==> config.mk <==
export PLATFORM = sky130hd
export DESIGN_NAME = bbm_gate_sequencer
export DESIGN_NICKNAME = d
export VERILOG_FILES = /design/src/rtl/bbm_pkg.sv /design/src/rtl/bbm_step_counter.sv /design/src/rtl/bbm_transition.sv /design/src/rtl/bbm_gate_sequencer.sv
export SDC_FILE = /design/constraint.sdc
export NUM_CORES = 1
export LEC_CHECK = 0
export ABC_AREA = 0
export BUFFER_PORTS_ARGS = -buffer_cell sky130_fd_sc_hd__buf_2
export CAP_MARGIN = 5
export CORE_ASPECT_RATIO = 0.5
export CORE_MARGIN = 1.5
export CORE_UTILIZATION = 30
export DETAILED_ROUTE_END_ITERATION = 8
export GPL_TIMING_DRIVEN = 0
export PLACE_DENSITY = 0.55
export SLEW_MARGIN = 20
export SYNTH_ARGS = -nofsm -noshare
export SYNTH_HDL_FRONTEND = slang
export SYNTH_SLANG_ARGS = --single-unit
==> constraint.sdc <==
create_clock -name clk -period 1.35 [get_ports clk]
set_clock_uncertainty 0.05 [all_clocks]
set_input_delay 0.3375 -clock clk [delete_from_list [all_inputs] [get_ports clk]]
set_output_delay 0.3375 -clock clk [all_outputs]
set_load 0.03 [all_outputs]
==> src/rtl/bbm_pkg.sv <==
// Package: shared state encoding for the gate sequencer.
// Assumes: nothing outside this package depends on the numeric codes.
package bbm_pkg;

    typedef enum logic [2:0] {
        ST_ALL_OFF   = 3'd0,
        ST_HI_ON     = 3'd1,
        ST_HI_DRAIN  = 3'd2,
        ST_LO_ON     = 3'd3,
        ST_LO_DRAIN  = 3'd4
    } bbm_state_e;

endpackage

==> src/rtl/bbm_step_counter.sv <==
// Module: synchronous up-counter with clear priority.
// Assumes: the parent keeps the count below 2**WIDTH by clearing it in time.
module bbm_step_counter #(
    parameter int WIDTH = 4
) (
    input  logic             clk,
    input  logic             rst_n,
    input  logic             clr,
    input  logic             inc,
    output logic [WIDTH-1:0] count
);

    // Purpose: hold count at zero on reset or clear, otherwise step on inc.
    always_ff @(posedge clk) begin
        if (!rst_n || clr) begin
            count <= '0;
        end else if (inc) begin
            count <= count + WIDTH'(1);
        end
    end

endmodule

==> src/rtl/bbm_transition.sv <==
// Module: next-state logic of the break-before-make sequencer.
// Assumes: dead_cnt counts consecutive low-side-low samples in ST_LO_DRAIN,
// and wait_cnt counts samples spent in the current drain state.
module bbm_transition
    import bbm_pkg::*;
#(
    parameter int DEAD_CYC    = 4,
    parameter int TIMEOUT_CYC = 64,
    parameter int DW          = 3,
    parameter int TW          = 7
) (
    input  bbm_state_e    state,
    input  logic          pwm_req,
    input  logic          force_off,
    input  logic          force_ls,
    input  logic          hs_gate_low,
    input  logic          ls_gate_low,
    input  logic          err_q,
    input  logic [DW-1:0] dead_cnt,
    input  logic [TW-1:0] wait_cnt,
    output bbm_state_e    state_nxt,
    output logic          err_set
);

    logic want_hi;
    logic dead_done;
    logic timed_out;

    // Purpose: qualify the demand and the two counter thresholds.
    always_comb begin
        want_hi   = pwm_req && !force_ls;
        dead_done = ls_gate_low && (dead_cnt == DW'(DEAD_CYC - 1));
        timed_out = (wait_cnt == TW'(TIMEOUT_CYC - 1));
    end

    // Purpose: pick the next state, overrides and errors first.
    always_comb begin
        state_nxt = state;
        err_set   = 1'b0;
        if (force_off || err_q) begin
            state_nxt = ST_ALL_OFF;
        end else begin
            unique case (state)
                ST_ALL_OFF: begin
                    if (hs_gate_low && ls_gate_low) begin
                        state_nxt = want_hi ? ST_LO_DRAIN : ST_LO_ON;
                    end
                end
                ST_HI_ON: begin
                    if (!want_hi) state_nxt = ST_HI_DRAIN;
                end
                ST_HI_DRAIN: begin
                    if (want_hi) begin
                        state_nxt = ST_HI_ON;
                    end else if (hs_gate_low) begin
                        state_nxt = ST_LO_ON;
                    end else if (timed_out) begin
                        state_nxt = ST_ALL_OFF;
                        err_set   = 1'b1;
                    end
                end
                ST_LO_ON: begin
                    if (want_hi) state_nxt = ST_LO_DRAIN;
                end
                ST_LO_DRAIN: begin
                    if (!want_hi && hs_gate_low) begin
                        state_nxt = ST_LO_ON;
                    end else if (want_hi && dead_done) begin
                        state_nxt = ST_HI_ON;
                    end else if (timed_out) begin
                        state_nxt = ST_ALL_OFF;
                        err_set   = 1'b1;
                    end
                end
                default: state_nxt = ST_ALL_OFF;
            endcase
        end
    end

endmodule

==> src/rtl/bbm_gate_sequencer.sv <==
// Module: break-before-make sequencer for a synchronous half-bridge.
// Turns one PWM demand into two registered gate enables, waiting on the
// opposite gate's low feedback and, before high-side turn-on, on a fixed
// count of low-side-low samples. Overrides and a wait timeout force gates off.
// Assumes: feedback inputs are already synchronous to clk; DEAD_CYC >= 1 and
// TIMEOUT_CYC > DEAD_CYC.
module bbm_gate_sequencer
    import bbm_pkg::*;
#(
    parameter int DEAD_CYC    = 4,
    parameter int TIMEOUT_CYC = 64
) (
    input  logic clk,
    input  logic rst_n,
    input  logic pwm_req,
    input  logic hs_gate_low,
    input  logic ls_gate_low,
    input  logic force_off,
    input  logic force_ls,
    output logic hs_en,
    output logic ls_en,
    output logic stuck_err
);

    localparam int DW = $clog2(DEAD_CYC + 1);
    localparam int TW = $clog2(TIMEOUT_CYC + 1);

    bbm_state_e    state_q;
    bbm_state_e    state_nxt;
    logic          err_set;
    logic [DW-1:0] dead_cnt;
    logic [TW-1:0] wait_cnt;
    logic          dead_clr;
    logic          wait_clr;

    // Purpose: restart the counters whenever their window is not running.
    always_comb begin
        dead_clr = (state_q != ST_LO_DRAIN) || !ls_gate_low;
        wait_clr = (state_q != ST_LO_DRAIN) && (state_q != ST_HI_DRAIN);
    end

    bbm_step_counter #(.WIDTH(DW)) u_dead_cnt (
        .clk   (clk),
        .rst_n (rst_n),
        .clr   (dead_clr),
        .inc   (1'b1),
        .count (dead_cnt)
    );

    bbm_step_counter #(.WIDTH(TW)) u_wait_cnt (
        .clk   (clk),
        .rst_n (rst_n),
        .clr   (wait_clr),
        .inc   (1'b1),
        .count (wait_cnt)
    );

    bbm_transition #(
        .DEAD_CYC    (DEAD_CYC),
        .TIMEOUT_CYC (TIMEOUT_CYC),
        .DW          (DW),
        .TW          (TW)
    ) u_transition (
        .state       (state_q),
        .pwm_req     (pwm_req),
        .force_off   (force_off),
        .force_ls    (force_ls),
        .hs_gate_low (hs_gate_low),
        .ls_gate_low (ls_gate_low),
        .err_q       (stuck_err),
        .dead_cnt    (dead_cnt),
        .wait_cnt    (wait_cnt),
        .state_nxt   (state_nxt),
        .err_set     (err_set)
    );

    // Purpose: register state, sticky error and glitch-free gate enables.
    always_ff @(posedge clk) begin
        if (!rst_n) begin
            state_q   <= ST_ALL_OFF;
            stuck_err <= 1'b0;
            hs_en     <= 1'b0;
            ls_en     <= 1'b0;
        end else begin
            state_q   <= state_nxt;
            stuck_err <= stuck_err || err_set;
            hs_en     <= (state_nxt == ST_HI_ON);
            ls_en     <= (state_nxt == ST_LO_ON);
        end
    end

endmodule

======== Word-level counts from Yosys, hierarchy flattened ========
Index checks and enable logic that the tools add are counted.
storage, ports and cells
  logic and storage cells ................. 52
  register bits ........................... 16
  output and inout bits ................... 3
  input bits .............................. 7
operators by class
  reductions and logical operators ........ 16
  equal/unequal tests ..................... 10
  muxes and demuxes ....................... 18
  add/subtract/negate cells ............... 2
operator list
  cell                   count
  $mux W3                10
  $pmux W3 S5            1
  $eq A3 B2 Y1 const B   4
  $add A7 B1 Y7 const B  1
  $eq A7 B6 Y1 const B   1
  $eq A3 B1 Y1 const B   2
  $logic_and A1 B1 Y1    6
  $mux W1                6
  $logic_or A1 B1 Y1     5
  $logic_not A1 Y1       4
  $add A3 B1 Y3 const B  1
  $eq A3 B3 Y1 const B   1
  $logic_not A3 Y1       1
  $ne A3 B2 Y1 const B   1
  $ne A3 B3 Y1 const B   1
  $pmux W1 S2            1

======== Depth between registers and ports, before layout ========
  depth in word-level cells ............... 8
  depth in mapped cells ................... 6

======== Modules after synthesis ========
A second synthesis with hierarchy kept.
unflattened totals
  cells, all modules ...................... 98
  area, all modules ....................... 857.1 um^2
by module, submodules not included
  module                         cells each  area an instance (um^2)  instances  seq. area each (um^2)
  bbm_step_counter (u_wait_cnt)  32          299.0                    1          140.1
  bbm_transition                 36          232.7                    1          0.0
  bbm_gate_sequencer             18          197.7                    1          120.1
  bbm_step_counter (u_dead_cnt)  12          127.6                    1          60.1

======== Worst setup path before layout ========
OpenSTA, ideal clock, no wires.
  path type ............................... register to register
  start ................................... reg u_dead_cnt.count[0]
  end ..................................... reg hs_en
  data required time ...................... 1.174 ns
  arrival ................................. 1.196 ns
  clock period less this slack ............ 1.372 ns
  setup slack ............................. -0.022 ns
  stages on the path, launching flop included .. 7
  buffers on the path ..................... 0
  cell sequence ........................... dfxtp_1 ha_1 ha_1 nand2_1 mux2i_1 a221oi_4 nor3b_2
between the ends
  word-level cells in the longest chain between the ends .. 8
RTL lines
  item                      RTL line                  RTL
  start: declaration        bbm_step_counter.sv:10    output logic [WIDTH-1:0] count
  start signal: assignment  bbm_step_counter.sv:18    count <= count + WIDTH'(1);
  $eq A3 B2 Y1              bbm_transition.sv:32      dead_done = ls_gate_low && (dead_cnt == DW'(DEAD_CYC - 1));
  $logic_and A1 B1 Y1       bbm_transition.sv:32
  $logic_and A1 B1 Y1       bbm_transition.sv:68      end else if (want_hi && dead_done) begin
  $mux W3                   bbm_transition.sv:68
  $mux W3                   bbm_transition.sv:66      if (!want_hi && hs_gate_low) begin
  $pmux W3 S5               bbm_transition.sv:43      unique case (state)
  $mux W3                   bbm_transition.sv:40      if (force_off || err_q) begin
  $eq A3 B1 Y1              bbm_gate_sequencer.sv:87  hs_en <= (state_nxt == ST_HI_ON);
  end signal: assignment    bbm_gate_sequencer.sv:87
  end: declaration          bbm_gate_sequencer.sv:20  output logic hs_en,
No other way between the ends.
A chain may end at the register's enable or synchronous reset.

======== Final worst setup path ========
Same ends and word-level chain as after synthesis.

==> out/metrics.yaml <==
outcome: "complete, but fails checks"
failed_checks: "negative setup slack"
grt_start_max_net_pins: 10
yosys_register_bits: 16
insertion_delay_ps: 250
mappedNetlistNets: 93
overall_fraction_of_global_route_tracks_in_use_pct: 11.1
dp_hpwl_microns: 971
muxShareOfSynthArea_pct: 1.27
postSynthAreaPerCell_sq_um: 9.53
leakagePower_nw: 0.416
min_to: "stuck_err"
max_cap_violations: 0
final_layout_size_suffix_gt1_share_pct: 39.6
critical-path-slowest-cell: "sky130_fd_sc_hd__a221oi_4"
totalWireLength_microns: 1410
globalplace.congestion: 0.661
worst_vdd_rail_ir_drop_mv: 0.387
chip_height_microns: 39.3
globalRouteMet3Util_pct: 5.40
min-delay-start: "rst_n"
path_delay_family: "compound AO/OA/AOI/OAI gates"
p_per_area_mw_per_mm2: 959
synth_top_family_by_area: "simple AND/OR/NAND/NOR gates"
hp-class: "in -> reg"
die_w_microns: 75.6
synth_compound_gate_area_share_pct: 17.7
synth_fa_ha_area_share_pct: 4.75
cp.required_ps: 1430
worst_pin_slew_ps: 280
ys.warnings.count: 0
synthesized_area_fraction_occupied_by_xor_and_xnor_cells_pct: 3.32
worst_slack_ps: -21.1
critPathArrivalTime_ps: 1450
crit_path_cell_trace: "ha_4, ha_4, nand2_4, mux2i_4, a221oi_4, nor3b_2"
num_rows: 12
total_iterations_of_the_first_detailed_routing_run: 4
worstReg2RegStart: "u_dead_cnt.count[0]"
finalSetupTns_ps: -62.0
critical_path.reg2reg.endpoint: "hs_en"
avgRoutedWirePerCell_microns: 10.4
crit_path_max_fanout: 3
setup-violations-final: 4
final.fill_count: 241
final-max-slew-violation-count: 0
clock_tree.root_cell: "sky130_fd_sc_hd__clkbuf_8"
most_used_layer_global_route: "met2"
synthSimpleGateAreaFrac_pct: 30.5
most_common_cell_after_layout_fill_and_taps_aside: "sky130_fd_sc_hd__nor2_1"
total_die_area_sq_mm: 0.00297
cts.sink_count: 16
setup.reg_to_reg.worst_slack_ps: -20
area_growth_pct: 32.4
path_class: "reg -> reg"
ant_nets: 0
detail_route.vias_per_cell: 4.54
finalHoldViolations: 0
grt_antenna_before_repair: 0
number_of_levels_in_the_clock_h_tree: 1
cts.clk_slew.worst_paths_ps: 60
cp_num_buf_inv: 0
grt_pass1_vias: 552
grt_use_met2_pct: 19.7
nets: 112
cp-start-kind: "flop"
number_of_cells_in_the_design_after_placement: 127
maxClockFrequency_mhz: 729
synthesis.instances: 83
antenna_diodes: 0
cts_tree: "yes"
first_pass_grt_wire_length_microns: 2270
grt_use_met1_pct: 11.7
cts-root-to-sink-buffers: 2
netlist-cell-type-count: 31
layout.cells.most_common_list: "sky130_fd_sc_hd__nor2_1, sky130_fd_sc_hd__dfxtp_1, sky130_fd_sc_hd__buf_2, sky130_fd_sc_hd__nand2_1, sky130_fd_sc_hd__buf_4"
dr.first_iter.drc_count: 28
synth_seq_area_share_pct: 40.5
rsz0062_at_grt: "true"
design.core.area_sq_mm: 0.00236
cell_mode_on_critical_path: "sky130_fd_sc_hd__ha_4"
layout.cells.non_filler: 136
min_period_over_period_pct: 102
syn_area_sq_um: 791
routed_vias: 617
io_buffer_count: 9
initial_utilization_pct: 33.5
worst_slew_margin_rel_pct: 81.3
cell_depth_of_the_worst_flop_to_flop_path: 6
finalCriticalPeriod_ps: 1370
numCtsBuffers: 3
end_kind: "flop"
drcViolationCount: 0
cp_slowest_stage_delay_ps: 340
min_path_cells: 3
global_route.overflow_total: 0
ios: 10
worst max path at each step:
| stage | from | end | slack (ps) | depth (start not counted) |
|---|---|---|---|---|
| floorplan | u_dead_cnt.count[0] | hs_en | 20 | 6 |
| global placement | force_ls | ls_en | -110 | 5 |
| detailed placement | u_wait_cnt.count[0] | hs_en | -120 | 5 |
| CTS | u_wait_cnt.count[1] | hs_en | -60 | 5 |
| global route | u_dead_cnt.count[0] | state_q[0] | -90 | 6 |
| finish | u_dead_cnt.count[0] | hs_en | -20 | 6 |
worst min-delay path, delay by kind of cell:
| family | cells | cell delay (ps) |
|---|---|---|
| AO/OA/AOI/OAI | 1 | 50 |
| buffers and inverters | 1 | 110 |
| AND/OR/NAND/NOR | 1 | 70 |
kinds of logic after synthesis:
logic type,after synthesis
XOR/XNOR,3
adder cells (fa/ha/maj),3
AND/OR/NAND/NOR,41
AO/OA/AOI/OAI,15
flip-flops,16
buffers and inverters,4
multiplexers,1
synthesized netlist by cell type (all sizes together):
master,instances,share of area [%]
dfxtp,16,41
nor2,15,7.4
nand2,6,2.8
a21oi,4,2.5
inv,4,1.9
nand3,4,2.5
o21ai,4,2.5
ha,3,4.7
nand2b,3,2.4
nand3b,3,4.4
and2,2,1.9
o31ai,2,3.6
or3,2,1.6
xor2,2,2.2
a211oi,1,1.6
a21o,1,0.95
a221oi,1,3.3
a31oi,1,0.79
and3b,1,1.1
and4,1,1.4
mux2i,1,1.3
nor2b,1,1.7
nor3,1,0.63
nor3b,1,1.6
o21bai,1,2.4
or2b,1,0.95
xnor2,1,1.1
sequential cells by signal, indices dropped and copies added, names as in the netlist:
signal and cells:
hs_en 1, ls_en 1, state_q 3, stuck_err 1
u_dead_cnt.count 3, u_wait_cnt.count 7
final cells by class:
type,instances,area (sq um),share of cell area [%]
clock buffer,4,55.1,5.26
inverter,4,15.0,1.43
multi-input combinational,63,526,50.2
sequential,16,325,31.1
tap,35,43.8,4.18
timing repair buffer,14,82.6,7.89
layer usage:
layer | wire (microns) | up-vias
li1 | - | 325
met1 | 660 | 284
met2 | 679 | 6
met3 | 53 | 2
met4 | 18 | 0
met5 | 0 | -
where the power goes:
group          internal, mW  switching (mW)
combinational        0.0451          0.0505
clock                 0.259           0.166
sequential            0.477         0.00602
total                 0.781           0.223
timing repair:
action	in CTS	in global routing
buffers inserted	4	1
gates resized for setup	10	5
pin swaps	3	4
hold buffers	0	0
setup endpoints to repair	5	6
stage by stage:
stage | total power, mW | worst slack (ps) | util (%) | cell area (sq um) | hold WS [ps]
3_5_place_dp | 0.575 | -116 | 37.6 | 886 | 373
6_report | 1.00 | -21.1 | 44.4 | 1050 | 301
4_1_cts | 1.01 | -64.1 | 43.3 | 1020 | 298
5_1_grt | 1.05 | -93.0 | 44.4 | 1050 | 316
2_1_floorplan | 0.549 | 18.9 | - | 797 | 354
3_3_place_gp | 0.575 | -107 | 37.6 | 886 | 374
Power figures use the tool's default switching activity.
